`src/rtl/clkgen_pkg.sv`:
```
package clkgen_pkg;

    typedef enum logic [2:0] {
        ENC_REST,
        ENC_CW1,
        ENC_CW2,
        ENC_CW3,
        ENC_CCW1,
        ENC_CCW2,
        ENC_CCW3
    } enc_state_e;

    // Cycles-per-half-period minus one for ladder rung idx (1-2-5 per decade).
    function automatic longint half_limit(input int idx, input longint ref_hz,
                                          input longint fmin_hz);
        longint f;
        f = fmin_hz;
        for (int d = 0; d < idx / 3; d++) f = f * 10;
        case (idx % 3)
            1:       f = f * 2;
            2:       f = f * 5;
            default: f = f * 1;
        endcase
        return ref_hz / (2 * f) - 1;
    endfunction

endpackage

```
`src/rtl/qdec_sync.sv`:
```
module qdec_sync #(
    parameter int W = 2
) (
    input  logic         clk,
    input  logic         rst,
    input  logic [W-1:0] d_i,
    output logic [W-1:0] q_o
);
    logic [W-1:0] meta_q;

    always_ff @(posedge clk) begin
        if (rst) begin
            meta_q <= '0;
            q_o    <= '0;
        end else begin
            meta_q <= d_i;
            q_o    <= meta_q;
        end
    end
endmodule

```
`src/rtl/qdec_fsm.sv`:
```
module qdec_fsm
    import clkgen_pkg::*;
(
    input  logic       clk,
    input  logic       rst,
    input  logic [1:0] ab_i,
    output logic       up_o,
    output logic       dn_o
);
    enc_state_e state_q, state_d;

    always_comb begin
        state_d = state_q;
        unique case (state_q)
            ENC_REST: begin
                if (ab_i == 2'b10)      state_d = ENC_CW1;
                else if (ab_i == 2'b01) state_d = ENC_CCW1;
            end
            ENC_CW1: begin
                if (ab_i == 2'b11)      state_d = ENC_CW2;
                else if (ab_i == 2'b00) state_d = ENC_REST;
            end
            ENC_CW2: begin
                if (ab_i == 2'b01)      state_d = ENC_CW3;
                else if (ab_i == 2'b10) state_d = ENC_CW1;
            end
            ENC_CW3: begin
                if (ab_i == 2'b00)      state_d = ENC_REST;
                else if (ab_i == 2'b11) state_d = ENC_CW2;
            end
            ENC_CCW1: begin
                if (ab_i == 2'b11)      state_d = ENC_CCW2;
                else if (ab_i == 2'b00) state_d = ENC_REST;
            end
            ENC_CCW2: begin
                if (ab_i == 2'b10)      state_d = ENC_CCW3;
                else if (ab_i == 2'b01) state_d = ENC_CCW1;
            end
            ENC_CCW3: begin
                if (ab_i == 2'b00)      state_d = ENC_REST;
                else if (ab_i == 2'b11) state_d = ENC_CCW2;
            end
        endcase
    end

    // State register
    always_ff @(posedge clk) begin
        if (rst) state_q <= ENC_REST;
        else     state_q <= state_d;
    end

    // Registered step outputs: one pulse per completed detent
    always_ff @(posedge clk) begin
        if (rst) begin
            up_o <= 1'b0;
            dn_o <= 1'b0;
        end else begin
            up_o <= (state_q == ENC_CW3)  && (ab_i == 2'b00);
            dn_o <= (state_q == ENC_CCW3) && (ab_i == 2'b00);
        end
    end
endmodule

```
`src/rtl/rate_sel.sv`:
```
module rate_sel #(
    parameter int NSET  = 19,
    parameter int IDX_W = 5
) (
    input  logic             clk,
    input  logic             rst,
    input  logic             up_i,
    input  logic             dn_i,
    output logic [IDX_W-1:0] idx_o
);
    localparam logic [IDX_W-1:0] TOP = IDX_W'(NSET - 1);

    always_ff @(posedge clk) begin
        if (rst) begin
            idx_o <= '0;
        end else if (up_i && idx_o != TOP) begin
            idx_o <= idx_o + IDX_W'(1);
        end else if (dn_i && idx_o != '0) begin
            idx_o <= idx_o - IDX_W'(1);
        end
    end
endmodule

```
`src/rtl/half_div.sv`:
```
module half_div #(
    parameter int                 CNT_W   = 23,
    parameter logic [CNT_W-1:0]   RST_LIM = '1
) (
    input  logic             clk,
    input  logic             rst,
    input  logic [CNT_W-1:0] lim_i,
    output logic             clk_o
);
    logic [CNT_W-1:0] cnt_q;
    logic [CNT_W-1:0] lim_q;

    always_ff @(posedge clk) begin
        if (rst) begin
            cnt_q <= '0;
            lim_q <= RST_LIM;
            clk_o <= 1'b0;
        end else if (cnt_q == lim_q) begin
            cnt_q <= '0;
            clk_o <= ~clk_o;
            // new divide value only at the start of a high phase
            if (!clk_o) lim_q <= lim_i;
        end else begin
            cnt_q <= cnt_q + CNT_W'(1);
        end
    end
endmodule

```
`src/rtl/clk_gen_top.sv`:
```
module clk_gen_top #(
    parameter int unsigned REF_HZ   = 16_000_000,
    parameter int unsigned F_MIN_HZ = 1,
    parameter int unsigned DECADES  = 6,
    localparam int NSET  = 3 * DECADES + 1,
    localparam int IDX_W = $clog2(NSET)
) (
    input  logic             clk_ref,
    input  logic             rst,
    input  logic             enc_a,
    input  logic             enc_b,
    output logic             clk_out,
    output logic [IDX_W-1:0] setting
);
    localparam longint MAX_HALF = longint'(REF_HZ) / (2 * longint'(F_MIN_HZ));
    localparam int     CNT_W    = $clog2(MAX_HALF);
    localparam int     TAB_N    = 2 ** IDX_W;
    localparam logic [CNT_W-1:0] RST_LIM =
        CNT_W'(clkgen_pkg::half_limit(0, longint'(REF_HZ), longint'(F_MIN_HZ)));

    logic [1:0]       ab_s;
    logic             step_up, step_dn;
    logic [CNT_W-1:0] lim_tab [TAB_N];

    for (genvar g = 0; g < TAB_N; g++) begin : g_tab
        localparam int SEL = (g < NSET) ? g : NSET - 1;
        assign lim_tab[g] =
            CNT_W'(clkgen_pkg::half_limit(SEL, longint'(REF_HZ), longint'(F_MIN_HZ)));
    end

    qdec_sync #(.W(2)) u_sync (
        .clk (clk_ref),
        .rst (rst),
        .d_i ({enc_a, enc_b}),
        .q_o (ab_s)
    );

    qdec_fsm u_fsm (
        .clk  (clk_ref),
        .rst  (rst),
        .ab_i (ab_s),
        .up_o (step_up),
        .dn_o (step_dn)
    );

    rate_sel #(.NSET(NSET), .IDX_W(IDX_W)) u_sel (
        .clk   (clk_ref),
        .rst   (rst),
        .up_i  (step_up),
        .dn_i  (step_dn),
        .idx_o (setting)
    );

    half_div #(.CNT_W(CNT_W), .RST_LIM(RST_LIM)) u_div (
        .clk   (clk_ref),
        .rst   (rst),
        .lim_i (lim_tab[setting]),
        .clk_o (clk_out)
    );
endmodule

```
`config.mk`:
```
export PLATFORM = sky130hd
export DESIGN_NAME = clk_gen_top
export DESIGN_NICKNAME = d
export VERILOG_FILES = /design/src/rtl/clkgen_pkg.sv /design/src/rtl/qdec_sync.sv /design/src/rtl/qdec_fsm.sv /design/src/rtl/rate_sel.sv /design/src/rtl/half_div.sv /design/src/rtl/clk_gen_top.sv
export SDC_FILE = /design/constraint.sdc
export NUM_CORES = 1
export LEC_CHECK = 0
export BUFFER_PORTS_ARGS = -buffer_cell sky130_fd_sc_hd__buf_2
export CORE_ASPECT_RATIO = 0.9
export CORE_UTILIZATION = 50
export DETAILED_ROUTE_END_ITERATION = 10
export PLACE_DENSITY = 0.66
export SLEW_MARGIN = 20
export SYNTH_ARGS = -nofsm -noshare
export SYNTH_HDL_FRONTEND = slang
export SYNTH_HIERARCHICAL = 1
export SYNTH_SLANG_ARGS = --single-unit
```
`constraint.sdc`:
```
create_clock -name clk_ref -period 3.5 [get_ports clk_ref]
set_input_delay 0.35 -clock clk_ref [delete_from_list [all_inputs] [get_ports clk_ref]]
set_output_delay 0.35 -clock clk_ref [all_outputs]
set_load 0.02 [all_outputs]
```
==> impl_metrics.json, run 1 <==
{
  "drtPass1Iterations": 4,
  "critical_path_class": "flip-flop to flip-flop",
  "wl_um": 6710,
  "grt_antenna_before_repair": 0,
  "vdd_ir_drop_max_uv": 255,
  "h-tree-depth": 3,
  "slew_viol_final": 0,
  "antenna_cells": 0,
  "timing.final.crit_share_pct": 72.1,
  "grt_max_degree": 40,
  "grt_first_pass_wirelength_um": 11700,
  "io_pins": 10,
  "start_kind": "flip-flop",
  "avgViaCountPerCell": 5.13,
  "final_cell_area_sq_um": 3770,
  "vias": 2567,
  "die_width_um": 90.7,
  "cts_setup_buffers": 0,
  "cp_cell_sequence": "or3_4 > o21ai_2 > ha_1 > a21o_1 > a21oi_1 > nor2_1 > nor3_1 > nor3_2",
  "fill_cells": 609,
  "max_clock_freq_mhz": 396,
  "synth_fa_ha_area_share_pct": 5.87,
  "cp_max_fo": 21,
  "hold_viol": 0,
  "yosysSeqAreaShare_pct": 34.5,
  "grt_pass1_vias": 2425,
  "p_comb_share_pct": 4.1,
  "r2r_setup_slack_ns": 0.98,
  "clock-root-buffer": "clkbuf_8",
  "core_sq_um": 6690,
  "clkSinkCount": 61,
  "numCtsBuffers": 9,
  "end_kind": "flip-flop",
  "drc": 0,
  "synth_mux_area_share_pct": 8.84,
  "setup_viol": 0,
  "cts_tree": "done",
  "syn_inst": 396,
  "synth_simple_gate_area_share_pct": 25.3,
  "syn_area_per_cell_sq_um": 8.94,
  "synth_top_family_by_area": "simple AND/OR/NAND/NOR gates",
  "drive_gt1_share_pct": 11.5,
  "placed_cell_area_sq_um": 3610,
  "grt.overflow.total": 0,
  "clock_path_buffers": 2,
  "worst_ep_required_time_ns": 3.71,
  "gp_congestion": 0.795,
  "clkSlewWorstSetupHoldPaths_ns": 0.06,
  "p_sw_share_pct": 24.3,
  "async_reset_ff_share_pct": 0,
  "synth-edff-count": 0,
  "layout.nets": 425,
  "intPower_mw": 0.975,
  "wire_per_inst_um": 13.4,
  "finalCriticalPeriod_ns": 2.52,
  "synth.distinct_cells": 60,
  "ys.flop_type": "dfxtp_1",
  "power_frac_seq_pct": 55.1,
  "outcome": "finished, final reports clean",
  "die_area_sq_um": 7420,
  "cts-resized-gates": 0,
  "skew_ns": 0.00594,
  "rsz0062_at_grt": "no",
  "max_cap_violations": 0,
  "drtIter0Drc": 105,
  "critPathSlowestCell": "dfxtp_1",
  "holdBufCountCts": 0,
  "grt_usage_pct": 20.1,
  "path_buf_inv": 0,
  "crit_family": "simple AND/OR/NAND/NOR gates",
  "mappedNetlistArea_sq_um": 3540,
  "synth_compound_area_share_pct": 8.66,
  "place_hpwl_um": 4640,
  "leakage_nw": 1.35,
  "final_antenna_net_count": 0,
  "start_util_pct": 52.9,
  "cp_slowest_stage_delay_ns": 0.54,
  "rows": 28,
  "clkPwrFrac_pct": 40.7,
  "power_switching_mw": 0.314,
  "tightestPinTransition_ns": 0.728,
  "min_path_type": "input pin to flip-flop",
  "synth_xor_area_share_pct": 11.9,
  "die_h_um": 81.8,
  "relSlewSlack_pct": 51.4,
  "ys_ff_latch": 61,
  "areaGrowthSynthToFinish_pct": 6.54,
  "tns_ns": 0,
  "worst-endpoint-arrival_ns": 2.73,
  "port_buffers": 9,
  "ys_warn_count": 6,
  "insertion_delay_ns": 0.34,
  "p_per_area_nw_per_um2": 342
}
## cell usage in the layout (no fill, tap or decap), types with 8 or more instances in the layout
master,instances
nor2_1,78
dfxtp_1,61
xor2_1,31
mux2i_1,29
nand2b_1,21
nand2_1,17
xnor2_1,17
ha_1,15
a21oi_1,10
inv_1,9
nor2b_1,9
clkbuf_8,9
buf_2,9
nand3_1,8
nor4_1,8
## registers in the layout, summed over array words and instances (netlist names)
register / cells
u_div/cnt_q: 23
u_div/lim_q: 23
u_sel/idx_o: 5
u_fsm/state_q: 3
u_sync/meta_q: 2
u_sync/q_o: 2
u_div/clk_o: 1
u_fsm/dn_o: 1
u_fsm/up_o: 1
## metrics by stage
step	setup slack (ns)	hold WS, ns	instances	power, mW	util (%)
2_1_floorplan	1.26	0.414	398	0.768	-
3_3_place_gp	1.10	0.420	484	0.778	54.0
3_5_place_dp	0.997	0.422	484	0.779	54.0
4_1_cts	0.995	0.215	500	1.31	56.4
5_1_grt	0.800	0.205	500	1.36	56.4
6_report	0.976	0.224	500	1.29	56.4
## power groups by stage
stage	sequential [mW]	combinational (mW)	clock, mW
global route	0.712	0.0601	0.586
finish	0.711	0.0531	0.525
detailed placement	0.726	0.0528	0
floorplan	0.721	0.0466	0
CTS	0.710	0.0531	0.546
global placement	0.726	0.0519	0
## kinds of logic (layout without fill, tap and decap cells)
family          count (synthesis)  in the layout
simple gates                  173            173
flops                          61             61
xor+xnor                       48             48
compound gates                 39             39
mux                            30             30
buf+inv                        28             40
fa+ha+maj                      16             16
other cells                     1              3
## layer usage
layer	part of all wire (%)	routed length, um	global-route usage, %	vias up
met4	0.88	59	5.65	0
met5	0	0	0	-
met3	3.4	228	6.76	7
met2	43	2900	30.8	29
li1	-	-	-	1353
met1	53	3520	27.0	1178
## synth_stat cells (4+ instances only)
cell       n  share of area (%)
ha_1      15                5.3
nand3_1    8                1.1
buf_6      4                1.3
nand4_1    4               0.71
buf_2      5               0.71
nor4_1     8                1.4
clkbuf_1   6               0.64
a21oi_1   10                1.4
nand2b_1  21                3.7
nand2_1   17                1.8
mux2i_1   29                8.2
xor2_1    31                7.7
o21ai_0    6               0.85
nor2b_1    9                1.6
dfxtp_1   61                 34
xnor2_1   17                4.2
nor2_1    78                8.3
inv_1      9               0.95
## cell type report
class | count | area [sq um] | area share [%]
multi-input combinational | 309 | 2150 | 57.1
sequential | 61 | 1220 | 32.4
clock inverter | 5 | 27.5 | 0.730
clock buffer | 11 | 131 | 3.48
inverter | 9 | 33.8 | 0.896
tap | 90 | 113 | 2.99
timing repair buffer | 15 | 90.1 | 2.39
## worst paths after layout
check / cells past startpoint / startpoint / to
setup / recovery: 8 / u_sel/idx_o[2] / u_sel/idx_o[4]
hold / removal: 2 / enc_a / u_sync/meta_q[1]
setup reg to reg: 8 / u_sel/idx_o[2] / u_sel/idx_o[4]
hold reg to reg: 1 / u_sync/meta_q[0] / u_sync/q_o[0]
No activity file was read; power rests on OpenSTA's default activity.
==> inputs of run 2 (changes only) <==
Settings changed: PLACE_DENSITY 0.66 to 0.69.
Clock period 3.5 ns to 2 ns, I/O delays scaled along.
==> impl_metrics.json, run 2 (synthesized netlist as in run 1, its figures left out) <==
{
  "r2r_setup_slack_ns": 0.00006,
  "rows": 28,
  "final_common_cell": "nor2_1",
  "drive_gt1_share_pct": 17.5,
  "fin_cells": 513,
  "reg_top3": "u_div/cnt_q x23, u_div/lim_q x23, u_sel/idx_o x5",
  "grt_pass1_vias": 2496,
  "grt.overflow.total": 0,
  "end_kind": "flip-flop",
  "critical_path_class": "flip-flop to flip-flop",
  "holdBufCountCts": 0,
  "clock_path_buffers": 2,
  "grt_max_degree": 50,
  "max_clock_freq_mhz": 500,
  "wl_um": 6810,
  "finalHoldWorstSlack_ns": 0.0670,
  "final_cell_area_sq_um": 3980,
  "grt_antenna_before_repair": 0,
  "die_h_um": 81.8,
  "layout.nets": 438,
  "ff2ff_path_depth": 8,
  "vdd_ir_drop_max_uv": 374,
  "cts_tree": "done",
  "endpoint": "u_sel/idx_o[4]",
  "drtIter0Drc": 110,
  "outcome": "finished, final reports clean",
  "start_util_pct": 52.9,
  "place_hpwl_um": 4860,
  "leakage_nw": 1.44,
  "vias": 2655,
  "rsz0062_at_grt": "yes",
  "clkSinkCount": 61,
  "h-tree-depth": 3,
  "crit_start": "u_sel/idx_o[0]",
  "final_cell_mix": "nor2_1, dfxtp_1, xor2_1",
  "slew_viol_final": 0,
  "areaGrowthSynthToFinish_pct": 12.5,
  "cp_cell_sequence": "or3_4 > o21ai_4 > ha_4 > a21o_1 > a21oi_2 > and3b_2 > o21a_1 > nor3_2",
  "dp_cells": 494,
  "setup_viol": 0,
  "worst-endpoint-arrival_ns": 2.22,
  "critPathSlowestCell": "or3_4",
  "r2r_start": "u_sel/idx_o[0]",
  "final_util_pct": 59.5,
  "antenna_cells": 0,
  "timing.final.crit_share_pct": 100,
  "core_sq_um": 6690,
  "clock-root-buffer": "clkbuf_8",
  "start_kind": "flip-flop",
  "hold_viol": 0,
  "grt_usage_pct": 20.0,
  "min_path_type": "input pin to flip-flop",
  "insertion_delay_ns": 0.35,
  "max_cap_violations": 0,
  "hold_path_depth": 2,
  "regArea_sq_um": 1230,
  "die_area_sq_um": 7420,
  "avgViaCountPerCell": 5.18,
  "gp_congestion": 0.801,
  "clkSlewWorstSetupHoldPaths_ns": 0.07,
  "finalCriticalPeriod_ns": 2.00,
  "multi_input_area_sq_um": 2210,
  "port_buffers": 9,
  "timing.rr.end": "u_sel/idx_o[4]",
  "drc": 0,
  "final_antenna_net_count": 0,
  "skew_ns": 0.00868,
  "p_per_area_nw_per_um2": 613,
  "fill_cells": 580,
  "drtPass1Iterations": 4,
  "worst_ep_required_time_ns": 2.22,
  "die_width_um": 90.7,
  "placed_cell_area_sq_um": 3730,
  "wire_per_inst_um": 13.3,
  "cp_slowest_stage_delay_ns": 0.38,
  "cp_max_fo": 5,
  "io_pins": 10,
  "numCtsBuffers": 9,
  "grt_first_pass_wirelength_um": 11500
}
run 2: area by class of cell:
type	instances	share of cell area (%)
timing repair buffer	28	5.03
sequential	61	30.8
tap	90	2.83
clock inverter	7	1.85
multi-input combinational	309	55.5
clock buffer	9	3.11
inverter	9	0.848
run 2: worst min path at each step:
stage                     start               end  slack [ns]
after global routing      enc_a  u_sync/meta_q[1]        0.05
after CTS                 enc_a  u_sync/meta_q[1]        0.06
after floorplan             rst    u_sel/idx_o[4]        0.26
after detailed placement  enc_a  u_sync/meta_q[1]        0.42
final                     enc_a  u_sync/meta_q[1]        0.07
after global placement    enc_b  u_sync/meta_q[0]        0.41
run 2: metrics by stage:
stage	setup slack (ns)	TNS [ns]	total power [mW]
finish	0.0000613	0	2.44
global route	-0.0867	-0.168	2.53
CTS	0.0194	0	2.46
detailed placement	-0.00329	-0.00329	1.37
global placement	0.0363	0	1.36
floorplan	-0.0102	-0.0102	1.34
run 2: critical path: cells and delay by family (launching register included):
kind | cells | cell delay (ns)
AOI/OAI and AO/OA | 4 | 0.66
and+or+nand+nor | 3 | 0.63
DFF | 1 | 0.34
adders and majority gates | 1 | 0.25
run 2: routing by layer:
| metal | GRT usage, % | part of all wire (%) |
|---|---|---|
| met4 | 5.81 | 1.2 |
| met1 | 26.3 | 50 |
| met2 | 31.6 | 46 |
| met3 | 6.39 | 2.5 |
| met5 | 0 | 0 |
run 2: what timing repair did:
action                     4_1_cts  5_1_grt
gates resized for setup          0        5
buffers inserted                 2        1
setup endpoints to repair        2       48
pin swaps                        4        2
run 2: power breakdown:
part	total [mW]	switching [mW]	internal, mW
clock	1.10	0.524	0.579
combinational	0.0969	0.0555	0.0414
sequential	1.24	0.0160	1.22
total	2.44	0.596	1.84
